### src/rtl/adc_seq_pkg.sv
package adc_seq_pkg;

  localparam int CMD_W      = 16;
  localparam int ADDR_W     = 5;
  localparam int ADDR_LSB   = 7;
  localparam int CRC_BIT    = 12;
  localparam int FIDX_W     = 2;
  localparam int FRAMES_SEQ = 3;

  localparam logic [CMD_W-1:0] CMD_NULL  = 16'h0000;
  localparam logic [CMD_W-1:0] CMD_RESET = 16'h0011;
  localparam logic [CMD_W-1:0] RD_BASE   = 16'hA000;
  localparam logic [CMD_W-1:0] WR_BASE   = 16'h6000;
  localparam logic [CMD_W-1:0] ACK_BASE  = 16'h4000;

  typedef enum logic [1:0] {
    OP_READ  = 2'd0,
    OP_WRITE = 2'd1,
    OP_RMW   = 2'd2
  } op_e;

  typedef enum logic [1:0] {
    E_OK  = 2'd0,
    E_SPI = 2'd1,
    E_ACK = 2'd2,
    E_CRC = 2'd3
  } err_e;

  function automatic logic [CMD_W-1:0] f_addr_field(input logic [ADDR_W-1:0] a);
    return CMD_W'(a) << ADDR_LSB;
  endfunction

  function automatic logic [CMD_W-1:0] f_rd_cmd(input logic [ADDR_W-1:0] a);
    return RD_BASE | f_addr_field(a);
  endfunction

  function automatic logic [CMD_W-1:0] f_wr_cmd(input logic [ADDR_W-1:0] a);
    return WR_BASE | f_addr_field(a);
  endfunction

  function automatic logic [CMD_W-1:0] f_wr_ack(input logic [ADDR_W-1:0] a);
    return ACK_BASE | f_addr_field(a);
  endfunction

  function automatic logic [CMD_W-1:0] f_merge(input logic [CMD_W-1:0] old_v,
                                               input logic [CMD_W-1:0] clr_v,
                                               input logic [CMD_W-1:0] set_v);
    return (old_v & ~clr_v) | set_v;
  endfunction

endpackage

### src/rtl/seq_cmd_build.sv
module seq_cmd_build
  import adc_seq_pkg::*;
(
  input  logic [FIDX_W-1:0] fidx,
  input  logic              wr_phase,
  input  logic [ADDR_W-1:0] addr,
  input  logic [CMD_W-1:0]  wdata,
  output logic [CMD_W-1:0]  cmd,
  output logic [CMD_W-1:0]  word1,
  output logic              has_data
);

  logic first_frame;
  assign first_frame = (fidx == '0);

  always_comb begin
    cmd      = CMD_NULL;
    word1    = '0;
    has_data = 1'b0;
    if (first_frame) begin
      if (wr_phase) begin
        cmd      = f_wr_cmd(addr);
        word1    = wdata;
        has_data = 1'b1;
      end else begin
        cmd = f_rd_cmd(addr);
      end
    end
  end

endmodule

### src/rtl/seq_resp_check.sv
module seq_resp_check
  import adc_seq_pkg::*;
(
  input  logic [CMD_W-1:0]  resp,
  input  logic [ADDR_W-1:0] addr,
  output logic              ack_ok,
  output logic              crc_flag
);

  assign ack_ok   = (resp == f_wr_ack(addr));
  assign crc_flag = resp[CRC_BIT];

endmodule

### src/rtl/seq_ctrl.sv
module seq_ctrl
  import adc_seq_pkg::*;
(
  input  logic              clk,
  input  logic              rst,
  input  logic              req_valid,
  input  logic [1:0]        req_op,
  input  logic [ADDR_W-1:0] req_addr,
  input  logic [CMD_W-1:0]  req_wdata,
  input  logic [CMD_W-1:0]  req_clr,
  input  logic [CMD_W-1:0]  req_set,
  input  logic              frm_done,
  input  logic              frm_fail,
  input  logic [CMD_W-1:0]  frm_resp,
  input  logic              ack_ok,
  input  logic              crc_flag,
  output logic [FIDX_W-1:0] fidx,
  output logic              wr_phase,
  output logic [ADDR_W-1:0] addr_q,
  output logic [CMD_W-1:0]  wdata_q,
  output logic              send,
  output logic              busy,
  output logic              done,
  output logic [1:0]        err_code,
  output logic [CMD_W-1:0]  rd_data
);

  typedef enum logic [1:0] {S_IDLE, S_SEND, S_WAIT, S_DONE} state_e;

  state_e          state;
  logic            rmw_q;
  logic            ack_bad;
  logic [CMD_W-1:0] clr_q;
  logic [CMD_W-1:0] set_q;
  err_e            err_q;

  logic             accept;
  logic             frame_end;
  logic [CMD_W-1:0] merged;
  logic             merge_same;

  assign accept     = (state == S_IDLE) && req_valid;
  assign frame_end  = (state == S_WAIT) && frm_done;
  assign merged     = f_merge(rd_data, clr_q, set_q);
  assign merge_same = (merged == rd_data);

  assign send     = (state == S_SEND);
  assign busy     = (state != S_IDLE);
  assign done     = (state == S_DONE);
  assign err_code = err_q;

  always_ff @(posedge clk) begin
    if (rst) begin
      state    <= S_IDLE;
      fidx     <= '0;
      wr_phase <= 1'b0;
      rmw_q    <= 1'b0;
      ack_bad  <= 1'b0;
      addr_q   <= '0;
      wdata_q  <= '0;
      clr_q    <= '0;
      set_q    <= '0;
      err_q    <= E_OK;
      rd_data  <= '0;
    end else begin
      case (state)
        S_IDLE: begin
          if (accept) begin
            addr_q   <= req_addr;
            wdata_q  <= req_wdata;
            clr_q    <= req_clr;
            set_q    <= req_set;
            rmw_q    <= (req_op == OP_RMW);
            wr_phase <= (req_op == OP_WRITE);
            fidx     <= '0;
            ack_bad  <= 1'b0;
            err_q    <= E_OK;
            state    <= S_SEND;
          end
        end
        S_SEND: state <= S_WAIT;
        S_WAIT: begin
          if (frame_end) begin
            if (frm_fail) begin
              err_q <= E_SPI;
              state <= S_DONE;
            end else if (fidx == FIDX_W'(0)) begin
              fidx  <= FIDX_W'(1);
              state <= S_SEND;
            end else if (fidx == FIDX_W'(1)) begin
              if (wr_phase) ack_bad <= !ack_ok;
              else          rd_data <= frm_resp;
              fidx  <= FIDX_W'(FRAMES_SEQ - 1);
              state <= S_SEND;
            end else begin
              if (crc_flag) begin
                err_q <= E_CRC;
                state <= S_DONE;
              end else if (ack_bad) begin
                err_q <= E_ACK;
                state <= S_DONE;
              end else if (rmw_q && !wr_phase && !merge_same) begin
                wdata_q  <= merged;
                wr_phase <= 1'b1;
                fidx     <= '0;
                state    <= S_SEND;
              end else begin
                state <= S_DONE;
              end
            end
          end
        end
        default: state <= S_IDLE;
      endcase
    end
  end

endmodule

### src/rtl/adc_reg_sequencer.sv
module adc_reg_sequencer
  import adc_seq_pkg::*;
(
  input  logic              clk,
  input  logic              rst,
  input  logic              req_valid,
  input  logic [1:0]        req_op,
  input  logic [ADDR_W-1:0] req_addr,
  input  logic [CMD_W-1:0]  req_wdata,
  input  logic [CMD_W-1:0]  req_clr,
  input  logic [CMD_W-1:0]  req_set,
  output logic              busy,
  output logic              done,
  output logic [1:0]        err_code,
  output logic [CMD_W-1:0]  rd_data,
  output logic              frm_start,
  output logic [CMD_W-1:0]  frm_cmd,
  output logic [CMD_W-1:0]  frm_word1,
  output logic              frm_has_data,
  input  logic              frm_done,
  input  logic              frm_fail,
  input  logic [CMD_W-1:0]  frm_resp
);

  logic [FIDX_W-1:0] fidx;
  logic              wr_phase;
  logic [ADDR_W-1:0] addr_q;
  logic [CMD_W-1:0]  wdata_q;
  logic              ack_ok;
  logic              crc_flag;

  seq_ctrl u_ctrl (
    .clk       (clk),
    .rst       (rst),
    .req_valid (req_valid),
    .req_op    (req_op),
    .req_addr  (req_addr),
    .req_wdata (req_wdata),
    .req_clr   (req_clr),
    .req_set   (req_set),
    .frm_done  (frm_done),
    .frm_fail  (frm_fail),
    .frm_resp  (frm_resp),
    .ack_ok    (ack_ok),
    .crc_flag  (crc_flag),
    .fidx      (fidx),
    .wr_phase  (wr_phase),
    .addr_q    (addr_q),
    .wdata_q   (wdata_q),
    .send      (frm_start),
    .busy      (busy),
    .done      (done),
    .err_code  (err_code),
    .rd_data   (rd_data)
  );

  seq_cmd_build u_build (
    .fidx     (fidx),
    .wr_phase (wr_phase),
    .addr     (addr_q),
    .wdata    (wdata_q),
    .cmd      (frm_cmd),
    .word1    (frm_word1),
    .has_data (frm_has_data)
  );

  seq_resp_check u_check (
    .resp     (frm_resp),
    .addr     (addr_q),
    .ack_ok   (ack_ok),
    .crc_flag (crc_flag)
  );

endmodule

### config.mk
export PLATFORM = sky130hd
export DESIGN_NAME = adc_reg_sequencer
export DESIGN_NICKNAME = d
export VERILOG_FILES = /design/src/rtl/adc_seq_pkg.sv /design/src/rtl/seq_cmd_build.sv /design/src/rtl/seq_resp_check.sv /design/src/rtl/seq_ctrl.sv /design/src/rtl/adc_reg_sequencer.sv
export SDC_FILE = /design/constraint.sdc
export NUM_CORES = 1
export LEC_CHECK = 0
export BUFFER_PORTS_ARGS = -buffer_cell sky130_fd_sc_hd__buf_4
export CAP_MARGIN = 20
export CORE_MARGIN = 4
export CORE_UTILIZATION = 50
export DETAILED_ROUTE_END_ITERATION = 8
export PLACE_DENSITY_LB_ADDON = 0.2
export SYNTH_ARGS = -nofsm -noshare
export SYNTH_HDL_FRONTEND = slang
export SYNTH_HIERARCHICAL = 1
export SYNTH_SLANG_ARGS = --single-unit
### constraint.sdc
create_clock -name clk -period 3.9 [get_ports clk]
set_clock_uncertainty 0.15 [all_clocks]
set_input_delay 0.975 -clock clk [delete_from_list [all_inputs] [get_ports clk]]
set_output_delay 0.975 -clock clk [all_outputs]
set_load 0.02 [all_outputs]
==> run_results.csv <==
group,metric,value,unit
yosys,synthDistinctLibCells,41,
clocking,clkTransAtPathRegs,0.08,ns
clocking,cts_resized,0,
hold_path,hold_start,"u_ctrl/rmw_q",
grt,grt_overflow,0,
layout,finish.instance_area,0.00518,mm²
worst_setup_path,path_max_fanout,28,
sta,hold_violations,0,
drt,dr_total_vias,3936,
yosys,ys_top_cells_by_count,"nand2_1 (111), dfxtp_1 (78), a21oi_1 (62)",
floorplanning,rows,32,
placement,dp.cells,709,
worst_setup_path,startpoint_type,"register",
worst_setup_path,critical_path.cell_chain,"and4bb_2 > buf_4",
clocking,clk_latency,0.34,ns
power,power-per-cell-area,363,mW/mm²
placement,placedInstanceArea,0.00498,mm²
clocking,cts_sinks,78,
layout,final_nets,694,
power,fin_total_pwr,0.00188,W
sta,max_slew_margin,33.1,%
power,leakagePower,2.10,nW
floorplanning,die-area,0.00976,mm²
yosys,synthFlopType,"dfxtp_1",
clocking,htree_levels,3,
yosys,avgSynthCellArea,7.88,µm²
drt,drt_iter0_drc,304,
placement,io_buffers,121,
sta,finalSetupViolations,0,
worst_setup_path,worst-r2r-setup-slack,1.59,ns
drt,drc,0,
worst_setup_path,ff2ff_path_depth,4,
yosys,ys_ff_latch,78,
drt,highest_layer,"met4",
drt,post_drt_wl_per_cell,15.7,µm
layout,drive_above_1_share,27.9,%
drt,dr.pass1.iters,5,
yosys,synth_top_area_share,37.9,%
layout,antenna-diode-count,0,
floorplanning,die_h,98.8,µm
floorplanning,initial_core_util,52.3,%
clocking,hold_buffers,0,
sta,setup-tns-final,0,ns
drt,ant_nets,0,
sta,clock.fmax,0.346,GHz
yosys,synth-simple-area-share,34.2,%
power,ir_drop,214,µV
floorplanning,core_area,0.00789,mm²
drt,met3WireLength,882,µm
worst_setup_path,cp-end-kind,"output pin",
sta,fin_crit,2.89,ns
yosys,syn_area,0.00412,mm²
yosys,synth-async-reset-ratio,0,%
sta,maxSlewViolCount,0,
worst_setup_path,slowest_stage,"dfxtp_1",
yosys,synth.area.mux_share,0,%
sta,worstMarginPinSlew,1.00,ns
yosys,yosys_warnings,6,
worst_setup_path,crit_arrival,1.76,ns
sta,post-route-period-util,74.1,%
drt,dr_wl_met2,5410,µm
yosys,synth_xor_area_share,1.06,%
hold_path,hold_path.class,"register to register",
grt,grt_max_degree,95,
run,cap_viol_max_count,0,
grt,grt_pass1_vias,3692,
hold_path,holdPathStages,2,
worst_setup_path,worstPathRequired,2.77,ns
yosys,yosysSeqAreaShare,37.9,%
clocking,post_cts_buffers,0,
yosys,synth_top_family_by_area,"simple AND/OR/NAND/NOR gates",
yosys,synth.most_common_cell,"nand2_1",
grt,grt_antenna_before_repair,0,
floorplanning,die_x,98.8,µm
yosys,synth_cells,523,
hold_path,min_to,"u_ctrl/rmw_q",
worst_setup_path,r2r-start,"u_ctrl/fidx[0]",
placement,dp_hpwl,8360,µm
worst_setup_path,path_class,"register to output pin",
layout,area_growth,25.7,%
clocking,tritoncts,"built",
floorplanning,io_pins,130,
drt,postRouteWirelength,11400,µm
sta,rsz0062_at_grt,"no",
yosys,yosys.area.top_type,"dfxtp_1",
yosys,synth_edf_count,0,
clocking,cts_made_buffers,9,
clocking,cts_buffer_depth,2,
outcome,outcome,"complete, no violations",
worst_setup_path,r2r-end,"u_ctrl/rd_data[9]",
grt,grt_use_total,22.6,%
drt,wl_met1,4980,µm
drt,vias_per_cell,5.44,
layout,fin_cells,723,
grt,grt_pass1_wl,18000,µm
yosys,netlist_top_cells_area,"dfxtp_1 (38%), nand2_1 (10%), a21oi_1 (7.5%)",
worst_setup_path,max_stage_delay,0.94,ns
clocking,cts_root_buf,"clkbuf_8",
yosys,synth-compound-area-share,18.7,%
yosys,synth_fa_ha_area_share,0,%
placement,routabilityCongestion,0.889,
## sequential cells by signal (all words and copies together) (netlist names)
| signal | flops |
|---|---|
| u_ctrl/clr_q | 16 |
| u_ctrl/rd_data | 16 |
| u_ctrl/set_q | 16 |
| u_ctrl/wdata_q | 16 |
| u_ctrl/addr_q | 5 |
| u_ctrl/err_code | 2 |
| u_ctrl/fidx | 2 |
| u_ctrl/state | 2 |
| u_ctrl/ack_bad | 1 |
| u_ctrl/rmw_q | 1 |
| u_ctrl/wr_phase | 1 |
## layout by cell type, fill, tap and decap left out, types with 14 or more instances in the layout
master    netlist  final
a21oi_1        62     62
buf_4          13    124
dfxtp_1        78     78
inv_1          22     22
nand2_1       111    111
nand2b_1       18     18
nand3b_1       19     19
nor2_1         27     27
nor3_1         28     28
o21ai_1        14     14
o41ai_2        14     14
## critical path: cells and delay by family, from the launching register on
kind          cells  cell delay [ns]
simple gates      1             0.32
flops             1             0.94
buf+inv           1             0.15
## metrics by stage
| stage | worst slack (ns) | hold slack [ns] | util (%) |
|---|---|---|---|
| floorplan | 1.21 | 0.277 | - |
| global placement | 1.24 | 0.294 | 63.1 |
| detailed placement | 1.20 | 0.295 | 63.1 |
| CTS | 1.00 | 0.308 | 65.7 |
| global route | 0.881 | 0.342 | 65.7 |
| finish | 1.01 | 0.313 | 65.7 |
## cells by family (layout without fill, tap and decap cells)
| group | count (synthesis) | in the layout |
|---|---|---|
| other | 1 | 8 |
| XOR/XNOR | 5 | 5 |
| buffers and inverters | 70 | 161 |
| AO/OA/AOI/OAI | 111 | 111 |
| flip-flops | 78 | 78 |
| AND/OR/NAND/NOR | 258 | 258 |
## cell type report
class	instances	area [µm²]
Fill cell	730	2710
Multi-Input combinational cell	382	2260
Sequential cell	78	1560
Timing Repair Buffer	125	951
Clock buffer	10	128
Tap cell	102	128
Inverter	22	82.6
Clock inverter	4	73.8
## layer usage
metal	up-vias	GRT usage, %
li1	1973	-
met1	1801	30.4
met2	151	36.9
met3	11	4.81
met4	0	5.88
met5	-	0
## power by group
part / internal, W / total, W / switching [W]
Clock: 0.000354 / 0.000635 / 0.000281
Combinational: 0.000160 / 0.000348 / 0.000188
Sequential: 0.000846 / 0.000899 / 0.0000527
Total: 0.00136 / 0.00188 / 0.000522
## worst max-delay path by stage
stage | start | to | cells past startpoint
global route | u_ctrl/fidx[1] | frm_word1[7] | 2
global placement | frm_fail | u_ctrl/wr_phase | 8
CTS | u_ctrl/fidx[0] | frm_word1[7] | 2
finish | u_ctrl/fidx[0] | frm_word1[15] | 2
detailed placement | frm_fail | u_ctrl/wr_phase | 8
floorplan | u_ctrl/wr_phase | frm_cmd[14] | 3
No activity file was read; power rests on OpenSTA's default activity.
